`config.mk`:
```
export PLATFORM = sky130hd
export DESIGN_NAME = tune_cmd_seq
export DESIGN_NICKNAME = d
export VERILOG_FILES = /design/src/rtl/tcs_pkg.sv /design/src/rtl/tcs_target_reg.sv /design/src/rtl/tcs_stepper.sv /design/src/rtl/tcs_ctrl.sv /design/src/rtl/tune_cmd_seq.sv
export SDC_FILE = /design/constraint.sdc
export NUM_CORES = 1
export LEC_CHECK = 0
export BUFFER_PORTS_ARGS = -buffer_cell sky130_fd_sc_hd__buf_2
export CAP_MARGIN = 20
export CORE_AREA = 2 2 93 95
export CTS_CLUSTER_DIAMETER = 80
export CTS_CLUSTER_SIZE = 40
export DETAILED_ROUTE_END_ITERATION = 16
export DIE_AREA = 0 0 95 97
export PLACE_DENSITY = 0.65
export SLEW_MARGIN = 15
export SYNTH_ARGS = -nofsm -noshare
export SYNTH_HDL_FRONTEND = slang
export SYNTH_SLANG_ARGS = --single-unit
export TNS_END_PERCENT = 5
```
`constraint.sdc`:
```
create_clock -name clk -period 7 [get_ports clk]
set_clock_uncertainty 0.1 [all_clocks]
set_input_delay 1.4 -clock clk [delete_from_list [all_inputs] [get_ports clk]]
set_output_delay 1.4 -clock clk [all_outputs]
set_load 0.005 [all_outputs]
```
`src/rtl/tcs_pkg.sv`:
```
package tcs_pkg;

   typedef enum logic [2:0] {
      ERR_OK    = 3'd0,
      ERR_RST   = 3'd1,
      ERR_BAND  = 3'd2,
      ERR_DAC   = 3'd3,
      ERR_FORCE = 3'd6,
      ERR_BUSY  = 3'd7
   } tcs_err_e;

endpackage

```
`src/rtl/tcs_target_reg.sv`:
```
module tcs_target_reg #(
   parameter int BYTE_W = 8,
   parameter int TGT_W  = 16
) (
   input  logic              clk,
   input  logic              rst_n,
   input  logic              lo_wr,
   input  logic              hi_wr,
   input  logic              hold,
   input  logic [BYTE_W-1:0] byte_in,
   output logic [TGT_W-1:0]  tgt_full,
   output logic              start_req
);

   generate
      if (TGT_W != 2 * BYTE_W) begin : g_bad_width
         $error("tcs_target_reg: TGT_W must be twice BYTE_W");
      end
   endgenerate

   logic [BYTE_W-1:0] lo_q;

   always_ff @(posedge clk or negedge rst_n) begin
      if (!rst_n) begin
         lo_q <= '0;
      end else if (lo_wr && !hold) begin
         lo_q <= byte_in;
      end
   end

   assign tgt_full  = {byte_in, lo_q};
   assign start_req = hi_wr && !hold;

endmodule

```
`src/rtl/tcs_stepper.sv`:
```
module tcs_stepper #(
   parameter int POS_W    = 10,
   parameter int GRID_W   = 2,
   parameter int BAND_MAX = (1 << POS_W) - 1
) (
   input  logic [POS_W-1:0]  pos,
   input  logic [GRID_W-1:0] grid,
   input  logic              dir_dn,
   input  logic [POS_W-1:0]  limit,
   output logic [POS_W-1:0]  nxt_pos,
   output logic              over
);

   localparam int EXT_W    = POS_W + 1;
   localparam int MAX_STEP = 1 << ((1 << GRID_W) - 2);

   generate
      if (BAND_MAX > (1 << POS_W) - 1 || BAND_MAX < 1) begin : g_bad_band
         $error("tcs_stepper: BAND_MAX outside the position range");
      end
      if (MAX_STEP >= (1 << POS_W)) begin : g_bad_step
         $error("tcs_stepper: largest grid step does not fit the position");
      end
   endgenerate

   logic [EXT_W-1:0] step;
   logic [EXT_W-1:0] sum;
   logic [EXT_W-1:0] diff;
   logic             up_edge;
   logic             up_out;
   logic             dn_out;

   always_comb begin
      step = '0;
      if (grid != '0) begin
         step = EXT_W'(1) << (grid - GRID_W'(1));
      end
   end

   assign sum  = {1'b0, pos} + step;
   assign diff = {1'b0, pos} - step;

   generate
      if (BAND_MAX == (1 << POS_W) - 1) begin : g_full_band
         assign up_edge = sum[POS_W];
      end else begin : g_part_band
         assign up_edge = sum > EXT_W'(BAND_MAX);
      end
   endgenerate

   assign up_out  = up_edge || (sum > {1'b0, limit});
   assign dn_out  = ({1'b0, pos} < step) || (diff < {1'b0, limit});
   assign over    = dir_dn ? dn_out : up_out;
   assign nxt_pos = dir_dn ? diff[POS_W-1:0] : sum[POS_W-1:0];

endmodule

```
`src/rtl/tcs_ctrl.sv`:
```
module tcs_ctrl
   import tcs_pkg::*;
#(
   parameter int POS_W  = 10,
   parameter int TGT_W  = 16,
   parameter int GRID_W = 2
) (
   input  logic              clk,
   input  logic              rst_n,
   input  logic              start_req,
   input  logic [TGT_W-1:0]  tgt_full,
   input  logic [GRID_W-1:0] grid_sel,
   input  logic              pwr_en,
   input  logic              abort_req,
   input  logic              stn_found,
   input  logic [POS_W-1:0]  nxt_pos,
   input  logic              over,
   output logic [POS_W-1:0]  pos_q,
   output tcs_err_e          err_q,
   output logic              busy_q,
   output logic              tuned_q,
   output logic              done_q,
   output logic [GRID_W-1:0] grid_q,
   output logic              dir_dn,
   output logic [POS_W-1:0]  limit
);

   localparam int MAX_STEP = 1 << ((1 << GRID_W) - 2);

   generate
      if (TGT_W - 2 < POS_W) begin : g_bad_tgt
         $error("tcs_ctrl: target needs two spare bits above the position");
      end
   endgenerate

   logic [TGT_W-1:0] tgt_q;
   logic             srch_q;
   logic             range_bad;

   assign dir_dn    = tgt_q[TGT_W-1];
   assign limit     = tgt_q[POS_W-1:0];
   assign range_bad = |tgt_q[TGT_W-1:POS_W];

   always_ff @(posedge clk or negedge rst_n) begin
      if (!rst_n) begin
         tgt_q   <= '0;
         grid_q  <= '0;
         srch_q  <= 1'b0;
         busy_q  <= 1'b0;
         pos_q   <= '0;
         err_q   <= ERR_RST;
         tuned_q <= 1'b0;
         done_q  <= 1'b0;
      end else begin
         done_q <= 1'b0;
         if (!busy_q) begin
            if (!pwr_en) begin
               tuned_q <= 1'b0;
            end
            if (start_req && pwr_en) begin
               busy_q  <= 1'b1;
               err_q   <= ERR_BUSY;
               tuned_q <= 1'b0;
               tgt_q   <= tgt_full;
               grid_q  <= grid_sel;
               srch_q  <= (grid_sel != '0);
            end
         end else if (abort_req || !pwr_en) begin
            busy_q <= 1'b0;
            err_q  <= ERR_FORCE;
            done_q <= 1'b1;
         end else if (!srch_q) begin
            busy_q <= 1'b0;
            done_q <= 1'b1;
            if (range_bad) begin
               err_q <= ERR_DAC;
            end else begin
               pos_q   <= tgt_q[POS_W-1:0];
               err_q   <= ERR_OK;
               tuned_q <= 1'b1;
            end
         end else if (stn_found) begin
            busy_q  <= 1'b0;
            done_q  <= 1'b1;
            err_q   <= ERR_OK;
            tuned_q <= 1'b1;
         end else if (over) begin
            busy_q <= 1'b0;
            done_q <= 1'b1;
            err_q  <= ERR_BAND;
         end else begin
            pos_q <= nxt_pos;
         end
      end
   end

   assert_busy_reads_seven_R2: assert property (@(posedge clk) disable iff (!rst_n)
      busy_q |-> (err_q == ERR_BUSY));

   assert_not_tuned_while_busy_R2: assert property (@(posedge clk) disable iff (!rst_n)
      busy_q |-> !tuned_q);

   assert_step_bounded_R5: assert property (@(posedge clk) disable iff (!rst_n)
      (busy_q && srch_q) |=> ((POS_W'(pos_q - $past(pos_q)) <= POS_W'(MAX_STEP)) ||
                               (POS_W'($past(pos_q) - pos_q) <= POS_W'(MAX_STEP))));

   assert_abort_forces_end_R7: assert property (@(posedge clk) disable iff (!rst_n)
      (busy_q && abort_req) |=> (!busy_q && done_q && err_q == ERR_FORCE));

   assert_power_off_untuned_R8: assert property (@(posedge clk) disable iff (!rst_n)
      !pwr_en |=> !tuned_q);

   assert_done_single_cycle_R10: assert property (@(posedge clk) disable iff (!rst_n)
      done_q |=> !done_q);

endmodule

```
`src/rtl/tune_cmd_seq.sv`:
```
module tune_cmd_seq
   import tcs_pkg::*;
#(
   parameter int POS_W    = 10,
   parameter int BYTE_W   = 8,
   parameter int GRID_W   = 2,
   parameter int BAND_MAX = (1 << POS_W) - 1
) (
   input  logic              clk,
   input  logic              rst_n,
   input  logic              tgt_lo_wr,
   input  logic              tgt_hi_wr,
   input  logic [BYTE_W-1:0] tgt_byte,
   input  logic [GRID_W-1:0] grid_sel,
   input  logic              pwr_en,
   input  logic              abort_req,
   input  logic              stn_found,
   output logic [POS_W-1:0]  tune_pos,
   output logic [2:0]        err_code,
   output logic              busy,
   output logic              tuned,
   output logic              cmd_done
);

   localparam int TGT_W = 2 * BYTE_W;

   logic [TGT_W-1:0]  tgt_full;
   logic              start_req;
   logic [POS_W-1:0]  nxt_pos;
   logic              over;
   logic [POS_W-1:0]  pos_q;
   tcs_err_e          err_q;
   logic              busy_q;
   logic [GRID_W-1:0] grid_q;
   logic              dir_dn;
   logic [POS_W-1:0]  limit;

   tcs_target_reg #(.BYTE_W(BYTE_W), .TGT_W(TGT_W)) u_tgt (
      .clk      (clk),
      .rst_n    (rst_n),
      .lo_wr    (tgt_lo_wr),
      .hi_wr    (tgt_hi_wr),
      .hold     (busy_q),
      .byte_in  (tgt_byte),
      .tgt_full (tgt_full),
      .start_req(start_req)
   );

   tcs_stepper #(.POS_W(POS_W), .GRID_W(GRID_W), .BAND_MAX(BAND_MAX)) u_step (
      .pos    (pos_q),
      .grid   (grid_q),
      .dir_dn (dir_dn),
      .limit  (limit),
      .nxt_pos(nxt_pos),
      .over   (over)
   );

   tcs_ctrl #(.POS_W(POS_W), .TGT_W(TGT_W), .GRID_W(GRID_W)) u_ctrl (
      .clk      (clk),
      .rst_n    (rst_n),
      .start_req(start_req),
      .tgt_full (tgt_full),
      .grid_sel (grid_sel),
      .pwr_en   (pwr_en),
      .abort_req(abort_req),
      .stn_found(stn_found),
      .nxt_pos  (nxt_pos),
      .over     (over),
      .pos_q    (pos_q),
      .err_q    (err_q),
      .busy_q   (busy_q),
      .tuned_q  (tuned),
      .done_q   (cmd_done),
      .grid_q   (grid_q),
      .dir_dn   (dir_dn),
      .limit    (limit)
   );

   assign tune_pos = pos_q;
   assign err_code = err_q;
   assign busy     = busy_q;

endmodule

```
==> out/qor.log <==
[status] result of the run complete, no violations
[drt] remaining antenna violation count after routing 0
[timing] crit share post-route 0.628
[global_routing] wire length of the first global-routing pass 13.4 mm
[yosys] average instance area after synthesis 9.35 µm²
[place] global placement routability congestion 0.917
[timing] RSZ-0062 raised after global routing no
[timing] worst rel slew slack 0.356
[cells_and_area] n_diodes 0
[yosys] post-synthesis cell count 344
[timing] clock period minus worst slack 4.40 ns
[drt] detail-routed via count per cell 5.60
[timing] max frequency 227 MHz
[yosys] compound-gate portion of the synthesized area 0.153
[global_routing] global routing usage on met1 0.255
[pwr] Leakage 0.00157 µW
[worst_hold_path] worst min-delay path class reg -> reg
[clocking] number of buffers created by CTS 5
[drt] WL/cell 16.4 µm
[global_routing] Remaining Overflow, GRT 0
[critical_path] CP peak stage delay 0.60 ns
[clocking] clock insertion delay at the later pin of the skew report 0.30 ns
[place] count of buffers from port buffering 32
[critical_path] register-to-register path setup slack 2.60 ns
[cells_and_area] growth of design area from synthesis to finish 10.3%
[clocking] TritonCTS sink count 43
[clocking] post-CTS setup buffer count 0
[critical_path] critical path data required time 7.12 ns
[yosys] unique cell type count in the Yosys netlist 58
[critical_path] path type of the worst setup path reg -> reg
[critical_path] standard cell with the maximum stage delay on the critical path or4b_2
[global_routing] via count of the first global-routing pass 2684
[timing] minimum hold slack 0.407 ns
[timing] total setup violations reported at the end of the flow 0
[global_routing] GR met3 Demand/Resource 0.0210
[global_routing] total global routing track utilization 0.180
[cells_and_area] fraction of layout cells with a size suffix above 1 0.215
[clocking] Post-CTS Hold Buffers 0
[critical_path] startpoint types register
[yosys] synthesized netlist net count 391
[cells_and_area] Layout fillers 776
[yosys] fraction of registers with async set/reset 1.00
[clocking] # H-tree levels 2
[pwr] maximum vdd ir drop 181 µV
[drt] overall routed net length 7.75 mm
[yosys] share of the synthesized area in the top cell type 0.327
[global_routing] global-route layer with the greatest usage met2
[critical_path] Critical Path Sink Type register
[yosys] main combinational cell family by area after synthesis simple AND/OR/NAND/NOR gates
[timing] count of endpoints failing hold in the final timing report 0
[yosys] dominant synthesized flop cell dfrtp_1
[clocking] clock transition at the register clock pins on the worst setup and hold paths after CTS 0.09 ns
[critical_path] critical-path maximum fanout 20
[yosys] number of register bits inferred by synthesis 43
[yosys] simple-gate area share of the yosys netlist 0.183
[floorplanning] area of the die 9220 µm²
[yosys] synth top area cells dfrtp_1 33%, ha_1 11%, mux2_2 9.5%, nand2_1 3.3%, xnor2_1 3.0%
[floorplanning] I/O pin count 33
[global_routing] met2 Resource Use GR 0.292
[global_routing] largest net degree at the start of global routing 44
[drt] remaining design rule violation count 0
[timing] Final Max Slew Viols 0
[critical_path] critical path arrival 4.52 ns
[clocking] CTS tree built
[yosys] post-synthesis instance area 3220 µm²
[drt] violation count after the first detailed-routing iteration 191
[yosys] number of synthesized flops with an enable pin 0
[clocking] root buffer selected by CTS clkbuf_8
[yosys] post-synth top area cell dfrtp_1
[floorplanning] starting utilization of the core area 0.395
[pwr] PD cells 286 nW/µm²
[yosys] area share of xor/xnor cells in the synthesized design 0.0490
[floorplanning] overall die width 95 µm
[floorplanning] die span in y 97 µm
[job] MaxCap Viol Count 0
[yosys] sequential share of the synthesized area 0.335
[drt] number of optimization iterations in the first detailed-route pass 4
[clocking] clock tree buffer depth 2
[floorplanning] area of the core 8130 µm²
[yosys] mux contribution to synthesized area 0.104
[critical_path] cell-by-cell trace of the critical path nor2b_1 > ha_1 > inv_1 > fa_1 > nor2_1 > o311a_1 > nand2_1 > xnor2_1 > ha_1 > a21o_1 > a21oi_1 > or4b_2 > a221oi_1 > buf_4 > o21ai_0 > o221ai_1
[place] HPWL after detailed placement 5.85 mm
[cells_and_area] net count reported at finish 414
[yosys] post-synthesis share of cell area spent on full adders, half adders and majority gates 0.121
[drt] via total after detailed routing 2649
[yosys] number of synthesis warnings 0
[global_routing] number of antenna violations at the first check in global routing 0
[clocking] number of instances resized during post-cts repair 0
[floorplanning] number of rows created at floorplan 33
[timing] slew of the pin with the lowest slew margin 0.963 ns
[timing] post-route setup TNS 0 ns
[critical_path] most prevalent standard cell on the critical path ha_1
[path summary, 6_finish.rpt]
check | start | to | cells past startpoint
max in group asynchronous | rst_n | u_ctrl.grid_q[0] | 2
min in group asynchronous | rst_n | u_tgt.lo_q[7] | 1
hold / removal | u_ctrl.tgt_q[11] | u_ctrl.tgt_q[11] | 1
setup reg to reg | u_ctrl.grid_q[1] | u_ctrl.pos_q[7] | 16
setup / recovery | u_ctrl.grid_q[1] | u_ctrl.pos_q[7] | 16
hold reg to reg | u_ctrl.tgt_q[11] | u_ctrl.tgt_q[11] | 1
[kinds of logic after synthesis]
kind of cell,count (synthesis)
flops,43
other cells,2
compound gates,68
xor+xnor,18
fa+ha+maj,30
simple gates,113
mux,30
buf+inv,40
[critical path, delay by kind of cell, from the launching register on]
kind / cells / cell delay (ns)
compound gates: 6 / 1.32
buf+inv: 2 / 0.34
flops: 1 / 0.41
xor+xnor: 1 / 0.14
fa+ha+maj: 3 / 0.91
simple gates: 4 / 1.09
[cell usage in the layout, fill, tap and decap left out, types with 5 or more instances in the layout]
| cell | count |
|---|---|
| a21oi_1 | 10 |
| a22oi_1 | 5 |
| buf_2 | 32 |
| clkbuf_8 | 5 |
| dfrtp_1 | 42 |
| ha_1 | 28 |
| inv_1 | 20 |
| mux2_2 | 27 |
| nand2_1 | 28 |
| nand2b_1 | 6 |
| nand3_1 | 7 |
| nand4_1 | 6 |
| nor2_1 | 22 |
| nor2b_1 | 8 |
| nor3_1 | 9 |
| o211ai_1 | 5 |
| o21ai_0 | 11 |
| or3_1 | 5 |
| xnor2_1 | 11 |
| xor2_1 | 7 |
[synth_stat cells, types with 2 or more instances]
master and n:
and3_1 2, or4_1 3, buf_2 3, mux2i_1 3, o21ai_0 11, o221ai_1 4
nand2b_1 6, buf_6 2, clkbuf_1 13, a2bb2oi_1 2, and2_1 2, ha_1 28
mux2_2 27, a211oi_1 4, nand3b_1 2, nor4_1 3, o31a_1 4, xor2_1 7
a21o_1 2, nor3_1 9, xnor2_1 11, a21oi_1 10, nand2_1 28, buf_1 2
fa_1 2, nor2b_1 8, o2bb2ai_1 2, nor2_1 22, a41oi_1 2, nand4_1 6
or3_1 5, conb_1 2, a22oi_1 5, o211ai_1 5, nand3_1 7, inv_1 20
or2_2 4, dfrtp_1 42, o2111ai_1 3, o21a_1 3
[routing by layer]
layer / wire [µm] / vias to the layer above
met5: 0 / -
met4: 159 / 0
met3: 246 / 15
met2: 3740 / 58
met1: 3600 / 1293
li1: - / 1283
[registers in the layout, summed over array words and instances (netlist names)]
signal,cells
u_ctrl.done_q,1
u_ctrl.srch_q,1
u_ctrl.grid_q,2
u_ctrl.busy_q,1
u_ctrl.err_q,3
u_ctrl.tgt_q,16
u_ctrl.tuned_q,1
u_ctrl.pos_q,10
u_tgt.lo_q,8
[through the flow]
stage / worst slack (ns) / util / total power [µW] / std cells / area (µm²)
global placement: 2.75 / 0.423 / 834 / 464 / 3440
floorplan: 2.93 / - / 719 / 344 / 3220
finish: 2.60 / 0.436 / 1010 / 473 / 3550
detailed placement: 2.63 / 0.423 / 847 / 464 / 3440
global route: 2.14 / 0.436 / 1110 / 473 / 3550
CTS: 2.59 / 0.434 / 1020 / 472 / 3530
[where the power goes]
part / switching [µW] / leakage (µW) / total (µW) / internal, µW
registers: 59.5 / 0.000473 / 351 / 292
clock network: 94.0 / 0.0000408 / 165 / 71.4
logic: 271 / 0.00105 / 498 / 228
[layout make-up]
type | instances | area, µm² | area share
clock buffer | 5 | 68.8 | 0.0194
clock inverter | 3 | 23.8 | 0.00670
inverter | 20 | 75.1 | 0.0211
multi-input combinational | 261 | 1970 | 0.555
sequential | 43 | 1080 | 0.303
tap | 105 | 131 | 0.0370
timing repair buffer | 36 | 203 | 0.0571
No activity file was read; power rests on OpenSTA's default activity.
